===== src/rtl/amo_pkg.sv =====
package amo_pkg;
  localparam int unsigned WORD_W = 64;
  localparam int unsigned OP_W   = 5;

  typedef enum logic [OP_W-1:0] {
    OP_ADD     = 5'd0,
    OP_SUB     = 5'd1,
    OP_MIN     = 5'd2,
    OP_MAX     = 5'd3,
    OP_XCHG    = 5'd4,
    OP_INC     = 5'd5,
    OP_DEC     = 5'd6,
    OP_CAS     = 5'd7,
    OP_AND     = 5'd8,
    OP_OR      = 5'd9,
    OP_XOR     = 5'd10,
    OP_WR_E2F  = 5'd11,
    OP_WR_F2F  = 5'd12,
    OP_WR_A2F  = 5'd13,
    OP_WR_A2E  = 5'd14,
    OP_RD_F2E  = 5'd15,
    OP_RD_E2F  = 5'd16,
    OP_RD_F2F  = 5'd17,
    OP_RD_ANY  = 5'd18,
    OP_INC_F2F = 5'd19
  } amo_op_e;

  localparam logic [OP_W-1:0] OP_LAST_PLAIN = OP_XOR;
  localparam logic [OP_W-1:0] OP_LAST_LEGAL = OP_INC_F2F;

  typedef enum logic [1:0] {
    ST_OK       = 2'd0,
    ST_RETRY    = 2'd1,
    ST_CAS_FAIL = 2'd2,
    ST_BAD_OP   = 2'd3
  } amo_status_e;
endpackage


===== src/rtl/amo_alu.sv =====
module amo_alu
  import amo_pkg::*;
#(
  parameter int unsigned W = WORD_W
) (
  input  logic [OP_W-1:0] op_i,
  input  logic [W-1:0]    old_i,
  input  logic [W-1:0]    opnd_i,
  input  logic [W-1:0]    cmp_i,
  output logic [W-1:0]    new_o,
  output logic            cas_hit_o
);
  localparam logic [W-1:0] ONE = W'(1);

  logic lt_s;
  assign lt_s      = $signed(old_i) < $signed(opnd_i);
  assign cas_hit_o = (old_i == cmp_i);

  always_comb begin
    unique case (op_i)
      OP_ADD:                    new_o = old_i + opnd_i;
      OP_SUB:                    new_o = old_i - opnd_i;
      OP_MIN:                    new_o = lt_s ? old_i : opnd_i;
      OP_MAX:                    new_o = lt_s ? opnd_i : old_i;
      OP_INC, OP_INC_F2F:        new_o = old_i + ONE;
      OP_DEC:                    new_o = old_i - ONE;
      OP_CAS:                    new_o = cas_hit_o ? opnd_i : old_i;
      OP_AND:                    new_o = old_i & opnd_i;
      OP_OR:                     new_o = old_i | opnd_i;
      OP_XOR:                    new_o = old_i ^ opnd_i;
      OP_XCHG, OP_WR_E2F, OP_WR_F2F,
      OP_WR_A2F, OP_WR_A2E:      new_o = opnd_i;
      default:                   new_o = old_i; // reads and illegal codes
    endcase
  end
endmodule


===== src/rtl/fe_tag_rule.sv =====
module fe_tag_rule
  import amo_pkg::*;
(
  input  logic [OP_W-1:0] op_i,
  input  logic            tag_i,
  output logic            legal_o,
  output logic            pass_o,
  output logic            tag_o
);
  always_comb begin
    legal_o = 1'b1;
    pass_o  = 1'b1;
    tag_o   = tag_i;
    unique case (op_i)
      OP_WR_E2F:  begin pass_o = ~tag_i; tag_o = 1'b1; end
      OP_WR_F2F:  begin pass_o =  tag_i; tag_o = 1'b1; end
      OP_WR_A2F:  tag_o = 1'b1;
      OP_WR_A2E:  tag_o = 1'b0;
      OP_RD_F2E:  begin pass_o =  tag_i; tag_o = 1'b0; end
      OP_RD_E2F:  begin pass_o = ~tag_i; tag_o = 1'b1; end
      OP_RD_F2F, OP_INC_F2F: pass_o = tag_i;
      OP_RD_ANY:  ;
      default: begin
        // plain atomics keep the tag; codes past the table are refused
        if (op_i > OP_LAST_PLAIN) begin
          legal_o = 1'b0;
          pass_o  = 1'b0;
        end
      end
    endcase
  end
endmodule


===== src/rtl/amo_store.sv =====
module amo_store #(
  parameter int unsigned DEPTH = 16,
  parameter int unsigned W     = 64,
  localparam int unsigned AW   = (DEPTH > 1) ? $clog2(DEPTH) : 1
) (
  input  logic          clk_i,
  input  logic          rst_ni,
  input  logic [AW-1:0] rd_addr_i,
  output logic [W-1:0]  rd_data_o,
  output logic          rd_tag_o,
  input  logic          we_i,
  input  logic [AW-1:0] wr_addr_i,
  input  logic [W-1:0]  wr_data_i,
  input  logic          wr_tag_i
);
  logic [W:0] slot [DEPTH];

  for (genvar g = 0; g < DEPTH; g++) begin : g_word
    logic [W:0] word_q;
    always_ff @(posedge clk_i or negedge rst_ni) begin
      if (!rst_ni)                                 word_q <= '0;
      else if (we_i && wr_addr_i == AW'(g))        word_q <= {wr_tag_i, wr_data_i};
    end
    assign slot[g] = word_q;
  end

  assign {rd_tag_o, rd_data_o} = slot[rd_addr_i];
endmodule


===== src/rtl/amo_fe_unit.sv =====
module amo_fe_unit
  import amo_pkg::*;
#(
  parameter int unsigned DEPTH = 16,
  parameter int unsigned TID_W = 8,
  localparam int unsigned AW   = (DEPTH > 1) ? $clog2(DEPTH) : 1
) (
  input  logic              clk_i,
  input  logic              rst_ni,
  input  logic              req_valid_i,
  output logic              req_ready_o,
  input  logic [OP_W-1:0]   req_op_i,
  input  logic [AW-1:0]     req_addr_i,
  input  logic [WORD_W-1:0] req_opnd_i,
  input  logic [WORD_W-1:0] req_cmp_i,
  input  logic [TID_W-1:0]  req_tid_i,
  output logic              rsp_valid_o,
  input  logic              rsp_ready_i,
  output logic [WORD_W-1:0] rsp_data_o,
  output logic              rsp_tag_o,
  output logic [1:0]        rsp_status_o,
  output logic [TID_W-1:0]  rsp_tid_o
);
  logic [WORD_W-1:0] old_data, new_data;
  logic              old_tag, new_tag;
  logic              legal, pass, cas_hit, fire, commit;
  amo_status_e       status_d;

  logic              rsp_valid_q, rsp_tag_q;
  logic [WORD_W-1:0] rsp_data_q;
  logic [1:0]        rsp_status_q;
  logic [TID_W-1:0]  rsp_tid_q;

  assign req_ready_o = ~rsp_valid_q | rsp_ready_i;
  assign fire        = req_valid_i & req_ready_o;
  assign commit      = fire & legal & pass;

  amo_store #(.DEPTH(DEPTH), .W(WORD_W)) u_store (
    .clk_i     (clk_i),
    .rst_ni    (rst_ni),
    .rd_addr_i (req_addr_i),
    .rd_data_o (old_data),
    .rd_tag_o  (old_tag),
    .we_i      (commit),
    .wr_addr_i (req_addr_i),
    .wr_data_i (new_data),
    .wr_tag_i  (new_tag)
  );

  amo_alu #(.W(WORD_W)) u_alu (
    .op_i      (req_op_i),
    .old_i     (old_data),
    .opnd_i    (req_opnd_i),
    .cmp_i     (req_cmp_i),
    .new_o     (new_data),
    .cas_hit_o (cas_hit)
  );

  fe_tag_rule u_rule (
    .op_i    (req_op_i),
    .tag_i   (old_tag),
    .legal_o (legal),
    .pass_o  (pass),
    .tag_o   (new_tag)
  );

  always_comb begin
    if (!legal)                              status_d = ST_BAD_OP;
    else if (!pass)                          status_d = ST_RETRY;
    else if (req_op_i == OP_CAS && !cas_hit) status_d = ST_CAS_FAIL;
    else                                     status_d = ST_OK;
  end

  always_ff @(posedge clk_i or negedge rst_ni) begin
    if (!rst_ni) begin
      rsp_valid_q  <= 1'b0;
      rsp_data_q   <= '0;
      rsp_tag_q    <= 1'b0;
      rsp_status_q <= ST_OK;
      rsp_tid_q    <= '0;
    end else if (req_ready_o) begin
      rsp_valid_q <= req_valid_i;
      if (req_valid_i) begin
        rsp_data_q   <= old_data;
        rsp_tag_q    <= old_tag;
        rsp_status_q <= status_d;
        rsp_tid_q    <= req_tid_i;
      end
    end
  end

  assign rsp_valid_o  = rsp_valid_q;
  assign rsp_data_o   = rsp_data_q;
  assign rsp_tag_o    = rsp_tag_q;
  assign rsp_status_o = rsp_status_q;
  assign rsp_tid_o    = rsp_tid_q;


  rsp_latency_chk: assert property (@(posedge clk_i) disable iff (!rst_ni)
    fire |=> rsp_valid_o);

  tid_echo_chk: assert property (@(posedge clk_i) disable iff (!rst_ni)
    fire |=> rsp_tid_o == $past(req_tid_i));

  rsp_hold_chk: assert property (@(posedge clk_i) disable iff (!rst_ni)
    rsp_valid_o && !rsp_ready_i |=> rsp_valid_o && $stable(rsp_data_o)
      && $stable(rsp_tag_o) && $stable(rsp_status_o) && $stable(rsp_tid_o));

  cas_hit_chk: assert property (@(posedge clk_i) disable iff (!rst_ni)
    fire && req_op_i == OP_CAS |=>
      (rsp_status_o == ST_OK) == (rsp_data_o == $past(req_cmp_i)));

  retry_tag_chk: assert property (@(posedge clk_i) disable iff (!rst_ni)
    fire && req_op_i == OP_RD_F2E |=> (rsp_status_o == ST_RETRY) == !rsp_tag_o);

  bad_op_chk: assert property (@(posedge clk_i) disable iff (!rst_ni)
    fire && req_op_i > OP_LAST_LEGAL |=> rsp_status_o == ST_BAD_OP);

  plain_tag_keep_chk: assert property (@(posedge clk_i) disable iff (!rst_ni)
    commit && req_op_i <= OP_LAST_PLAIN |-> new_tag == old_tag);
endmodule


===== config.mk =====
export PLATFORM = sky130hd
export DESIGN_NAME = amo_fe_unit
export DESIGN_NICKNAME = d
export VERILOG_FILES = /design/src/rtl/amo_pkg.sv /design/src/rtl/amo_alu.sv /design/src/rtl/fe_tag_rule.sv /design/src/rtl/amo_store.sv /design/src/rtl/amo_fe_unit.sv
export SDC_FILE = /design/constraint.sdc
export NUM_CORES = 2
export LEC_CHECK = 0
export BUFFER_PORTS_ARGS = -buffer_cell sky130_fd_sc_hd__buf_2
export CAP_MARGIN = 20
export CORE_ASPECT_RATIO = 1.75
export CORE_MARGIN = 1
export CORE_UTILIZATION = 43
export DETAILED_ROUTE_END_ITERATION = 6
export SKIP_LAST_GASP = 1
export SYNTH_ARGS = -nofsm -noshare
export SYNTH_HDL_FRONTEND = slang
export SYNTH_SLANG_ARGS = --single-unit

===== constraint.sdc =====
create_clock -name clk_i -period 7 [get_ports clk_i]
set_input_delay 0 -clock clk_i [delete_from_list [all_inputs] [get_ports clk_i]]
set_output_delay 0 -clock clk_i [all_outputs]
set_load 0.02 [all_outputs]

======== After elaboration in Yosys (flattened, before gate mapping) ========
Cells that the tools add are included.
operators by class
  $add $sub $neg .......................... 4
  $lt $le $gt $ge ......................... 3
  eq/ne operators ......................... 35
  mux-type cells .......................... 14
  bitwise operators ....................... 10
  reductions and logical operators ........ 29
operators by type and width
  kind                                                                    number
  64-bit one-hot mux with 11 select lines                                 1
  65-bit binary-select mux with 4-bit select                              1
  64-bit 2-to-1 mux                                                       3
  65-bit 2-to-1 mux                                                       2
  64-bit by 1-bit adder with 64-bit output (second input constant)        1
  64-bit adder                                                            1
  64-bit bitwise AND                                                      1
  64-bit equality test                                                    1
  64-bit less-than comparator                                             1
  64-bit OR                                                               1
  64-bit by 1-bit subtractor with 64-bit output (second input constant)   1
  64-bit subtractor                                                       1
  64-bit XOR                                                              1
  5-bit by 4-bit equality test with 1-bit output (second input constant)  8
  4-bit equality test (second input constant)                             8
  5-bit by 3-bit equality test with 1-bit output (second input constant)  4
  5-bit equality test (second input constant)                             4
  1-bit logical AND                                                       17
  4-bit by 3-bit equality test with 1-bit output (second input constant)  4
  5-bit by 2-bit equality test with 1-bit output (second input constant)  2
  9-bit OR reduction                                                      1
  4-bit by 2-bit equality test with 1-bit output (second input constant)  2
  4-bit OR reduction                                                      2
  2-bit 2-to-1 mux                                                        3
  18 further kinds                                                        24
word-level totals
  flip-flop bits (word level) ............. 1,116
  input port bits ......................... 149
  output and inout bits ................... 77
  word-level logic and storage cells ...... 116

======== Longest topological paths before layout ========
  depth after elaboration ................. 10
  depth in mapped cells ................... 28
  depth with buffers taken out ............ 23

======== Modules after synthesis ========
Synthesis repeated with hierarchy kept, for this count alone.
second synthesis, totals
  cell total of the unflattened synthesis .. 5,318
  area, all modules ....................... 65,201.3 um2
modules (own cells, without submodules)
  module       instances  cells each  area an instance (um2)  sequential area each (um2)
  amo_store    1          2,828       46,803.6                26,025.0
  amo_alu      1          2,305       15,222.1                0.0
  amo_fe_unit  1          168         3,051.7                 1,901.8
  fe_tag_rule  1          17          123.9                   0.0

======== Worst setup path before layout ========
OpenSTA, ideal clock, no wires.
  path kind ............................... input-to-reg
  start ................................... input req_addr_i[0]
  end ..................................... register u_store.g_word[10].word_q[62]
  library setup time ...................... 0.142 ns
  arrival ................................. 6.382 ns
  required time ........................... 6.858 ns
  slack ................................... 0.476 ns
  cell stages on the path ................. 27
  buffers on the path ..................... 10
  cells stage by stage .................... buf_4 inv_1 buf_4 buf_2 buf_2 buf_4 buf_2 buf_1 buf_1 mux4_2 inv_1 ha_1 inv_1 fa_1 nor2b_1 o311ai_1 a2111oi_0 nor3_1 a2111oi_0 o21ai_0 a21boi_0 o211a_1 or3_1 clkbuf_1 o21ai_1 clkbuf_1 a211oi_1
between the ends
  elaborated cells between the ends (all ways) .. 22
  classes of those cells .................. 4 x add/sub; 1 x order compare; 2 x eq/ne; 8 x mux; 6 x bitwise; 1 x reduce/logical
RTL lines
  item                                                                 RTL line                                     RTL
  start: declaration                                                   amo_fe_unit.sv:13                            input logic [AW-1:0] req_addr_i,
  4-bit NOT with 5-bit output (implied by the code) (*)                amo_store.sv:27                              assign {rd_tag_o, rd_data_o} = slot[rd_addr_i];
  65-bit binary-select mux with 4-bit select (*)                       amo_store.sv:27
  65-bit 2-to-1 mux (implied by the code) (*) (2 in a row)             amo_store.sv:27
  net old_data[0]                                                      amo_fe_unit.sv:24                            logic [WORD_W-1:0] old_data, new_data;
  64-bit less-than comparator or 64-bit equality test (tied branches)  amo_alu.sv:16, amo_alu.sv:17
  64-bit 2-to-1 mux, on equally long branches                          amo_alu.sv:24, amo_alu.sv:23, amo_alu.sv:27
  64-bit one-hot mux with 11 select lines (*)                          amo_alu.sv:20                                unique case (op_i)
  end signal: assignment                                               amo_store.sv:22                              else if (we_i && wr_addr_i == AW'(g)) word_q <= {wr_tag_i, wr_data_i};
  end: declaration                                                     amo_store.sv:19                              logic [W:0] word_q;
Mark *: on every way through the listed nets, which the timed path passes. The rest lies on a longest branch. The select of a mux whose other input is x is not followed.
A chain may end at the register's enable or synchronous reset.

======== Worst setup path in the final report ========
  start ................................... input req_opnd_i[2]
  end ..................................... register u_store.g_word[1].word_q[52]
between the ends
  word-level cells in the longest chain between the ends .. 3
  elaborated cells between the ends (all ways) .. 6
  classes of those cells .................. 2 x add/sub; 1 x order compare; 3 x mux
ends and longest elaborated chain
  item                                         RTL line                      RTL
  start: declaration                           amo_fe_unit.sv:14             input logic [WORD_W-1:0] req_opnd_i,
  64-bit less-than comparator                  amo_alu.sv:16                 assign lt_s = $signed(old_i) < $signed(opnd_i);
  64-bit 2-to-1 mux, on equally long branches  amo_alu.sv:24, amo_alu.sv:23
  64-bit one-hot mux with 11 select lines (*)  amo_alu.sv:20
  end signal: assignment                       amo_store.sv:22
  end: declaration                             amo_store.sv:19
Every way passes the cells marked *; elsewhere a longest branch is shown, timed or not.

==> flow_summary.json <==
{
  "status": "completed",
  "vias_per_cell": 6.171,
  "grt_pass1_vias": 58330,
  "critPathMaxStageDelay_ns": 0.71,
  "wl_per_cell_um": 29.52,
  "syn_inst": 7186,
  "r2r-start": "u_store.g_word[8].word_q[30]",
  "remaining_drc_errors": 0,
  "io_pins": 226,
  "cts.sink_count": 1116,
  "routed_wl_mm": 280.2,
  "grt_antenna_before_repair": 24,
  "cp.depth": 25,
  "grt_usage_pct": 35.49,
  "start_util_pct": 43.42,
  "synth_cell_type_count": 95,
  "crit_buf_inv": 4,
  "grt_max_degree": 189,
  "cap_violations": 0,
  "dp.cells": 9223,
  "vias": 58590,
  "cts.reportedPaths.clkPinSlew_ns": 0.07,
  "syn-num-nets": 7595,
  "yosys.area_share.simple_pct": 13.72,
  "grt.overflow.total": 0,
  "yosys_warnings": 0,
  "io_buffers": 225,
  "power_leakage_uw": 0.03340,
  "reg2reg_to": "u_store.g_word[1].word_q[52]",
  "fp.dieArea_um2": 156500,
  "crit_start": "req_opnd_i[2]",
  "grt_first_pass_wirelength_mm": 403.4,
  "synth.top_cell.area_share_pct": 41.95,
  "hold_viol_final": 0,
  "drive_gt1_share_pct": 15.69,
  "ff2ff_path_depth": 21,
  "fin_crit_sh_pct": 97.57,
  "fillers": 14460,
  "synth_edf_count": 0,
  "finClkSkew_ns": 0.05690,
  "fin_crit_ns": 6.830,
  "worst_setup_path_end_kind": "flip-flop",
  "worst_pin_slew_ns": 1.223,
  "path_delay_family": "compound AO/OA/AOI/OAI gates",
  "synthAdderAreaFrac_pct": 4.909,
  "yosysTopAreaCell": "dfrtp_1",
  "cts_tree": "yes",
  "yosysMostFrequentCell": "nand2_1",
  "clk_latency_ns": 0.73,
  "synthFlopType": "dfrtp_1",
  "hpwl_mm": 203.4,
  "finalNonFillerCells": 9494,
  "start_kind": "input pin",
  "r2r_slack_ns": 0.24,
  "syn-cell-area_um2": 66580,
  "ir_worst_vdd_v": 0.0002178,
  "nets": 7795,
  "fmax_mhz": 146.4,
  "min_path_type": "in -> reg",
  "core_um2": 153300,
  "slew_violations": 0,
  "yosysSeqAreaShare_pct": 41.95,
  "drt_iter0_drc": 5574,
  "clock-root-buffer": "clkbuf_16",
  "muxShareOfSynthArea_pct": 10.85,
  "crit_type": "in -> reg",
  "synthArstFlopShare_pct": 100.0,
  "cp-endpoint": "u_store.g_word[1].word_q[52]",
  "cts_buffer_depth": 3,
  "rsz0062_at_grt": "no",
  "synth_common_cells": "nand2_1 (1196), dfrtp_1 (1116), o21ai_0 (987)",
  "synth_compound_area_share_pct": 19.64,
  "ys_ff_latch": 1116,
  "cp.arrival_ns": 7.43,
  "die_y_um": 522.5,
  "die_x_um": 299.5,
  "synthTopCellsByArea": "dfrtp_1 (42%), mux4_2 (8.2%), o21ai_0 (7.4%), nand2_1 (6.7%), ha_1 (4.8%)",
  "cp.required_ns": 7.60,
  "synth_xor_area_share_pct": 3.881,
  "cts-buffers-inserted": 103,
  "synth_top_family_by_area": "compound AO/OA/AOI/OAI gates",
  "hold_path_depth": 4,
  "ant_nets": 0,
  "p_per_area_nw_per_um2": 276.6,
  "whs_ns": 0.03998,
  "area.growth.synth_to_final_pct": 13.70,
  "worstPathMaxFanout": 16,
  "placementRows": 190,
  "syn_avg_cell_area_um2": 9.265,
  "dr.pass1.iters": 6,
  "place_congestion": 1.042,
  "finalSetupViolCount": 0,
  "ctsHtreeMaxLevel": 3,
  "critPathSlowestCell": "or4_1",
  "max-slew-margin-rel_pct": 18.15
}
-- area by class of cell --
cell class	instances	area (um2)	area share (%)
diodes	9	22.52	0.02975
clock buffers	156	3088	4.079
clock inverters	32	366.6	0.4843
inverters	224	843.3	1.114
multi-input cells	5280	35670	47.12
flip-flops and latches	1116	27930	36.89
well taps	2016	2522	3.332
repair buffers	661	5264	6.953
-- stage by stage --
| step | utilization (%) | setup WS, ns | area, um2 | TNS (ns) | power [uW] |
|---|---|---|---|---|---|
| global route | 49.36 | 0.007708 | 75680 | 0 | 21800 |
| floorplan | - | 0.4763 | 66580 | 0 | 12170 |
| global placement | 46.58 | -0.07256 | 71430 | -0.8904 | 14830 |
| CTS | 49.26 | 0.07968 | 75530 | 0 | 20840 |
| detailed placement | 46.58 | -0.1713 | 71430 | -2.459 | 14970 |
| finish | 49.37 | 0.1700 | 75700 | 0 | 20940 |
-- flip-flops by register name, summed over array words and instances (netlist names) --
name	count
rsp_data_o	64
rsp_status_o	2
rsp_tag_o	1
rsp_tid_o	8
rsp_valid_o	1
u_store.g_word.word_q	1040
-- cell families (layout without fill, tap and decap cells) --
logic type / count (synthesis) / after routing
simple gates: 2146 / 2146
fa+ha+maj: 260 / 260
buf+inv: 790 / 1073
xor+xnor: 295 / 295
flops: 1116 / 1116
other cells: 0 / 9
compound gates: 2163 / 2163
mux: 416 / 416
-- metal layers --
layer  up-vias  track usage, %  wire (um)
li1      25990               -          -
met3       869           5.277      19890
met4        16           25.17      23410
met5         -               0        105
met1     28990           41.46     103100
met2      2721           59.63     133800
-- worst reg2reg max path: stages (launching register included) --
cell	delay, ns
dfrtp_1	0.35
mux4_2	0.27
nand2_1	0.06
and3_1	0.19
a21oi_1	0.60
inv_1	0.28
ha_1	0.45
nor4_1	0.68
nand3_1	0.37
a21oi_1	0.53
nor4_1	0.18
buf_4	0.18
o221ai_1	0.23
buf_4	0.18
o21a_1	0.14
nor3_1	0.05
buf_4	0.16
nor3_1	0.28
buf_4	0.24
and2_1	0.30
o2111a_1	0.65
o21ai_0	0.23
-- report_power, final --
part           internal (uW)  switching (uW)
combinational           2510            4380
clock                   3240            2630
sequential              7580             599
total                  13300            7610
-- cells in the final DEF (no fill, tap or decap), drive strengths merged, types with 10 or more instances in the layout --
master	n
ha	258
a21boi	10
a211oi	70
or2	16
or4	12
clkinv	22
o21ai	1023
and3	25
buf	596
o21a	10
a21oi	395
nor3	67
nor4	92
nor2b	40
nand2b	22
mux4	241
a31oi	180
or3	22
o221ai	31
xnor2	211
nor2	518
o22ai	23
xor2	84
clkbuf	157
a2111oi	19
dfrtp	1116
dlygate4sd3	63
nand3	53
a221oi	53
inv	226
mux2	27
a21o	38
and2	14
o21bai	31
mux2i	148
nand2	1200
a22oi	45
o31ai	125
o211ai	17
nand4	39
-- repair_timing --
| action | 4_1_cts | 5_1_grt |
|---|---|---|
| buffers inserted | 0 | 0 |
| setup endpoints to repair | 0 | 32 |
| hold buffers | 64 | 0 |
| resized for setup | 0 | 3 |
| hold endpoints to repair | 476 | 0 |
-- how the worst min path moves through the flow --
| stage | from | end | slack [ns] |
|---|---|---|---|
| finish | req_opnd_i[20] | u_store.g_word[11].word_q[20] | 0.04 |
| global route | req_opnd_i[20] | u_store.g_word[7].word_q[20] | 0.06 |
| CTS | req_opnd_i[44] | u_store.g_word[10].word_q[44] | 0.01 |
| detailed placement | rst_ni | u_store.g_word[5].word_q[52] | 0.11 |
| global placement | rst_ni | u_store.g_word[5].word_q[52] | 0.10 |
| floorplan | rst_ni | rsp_data_o[0] | -0.30 |
Note: power is estimated with default switching activity, not from simulation.
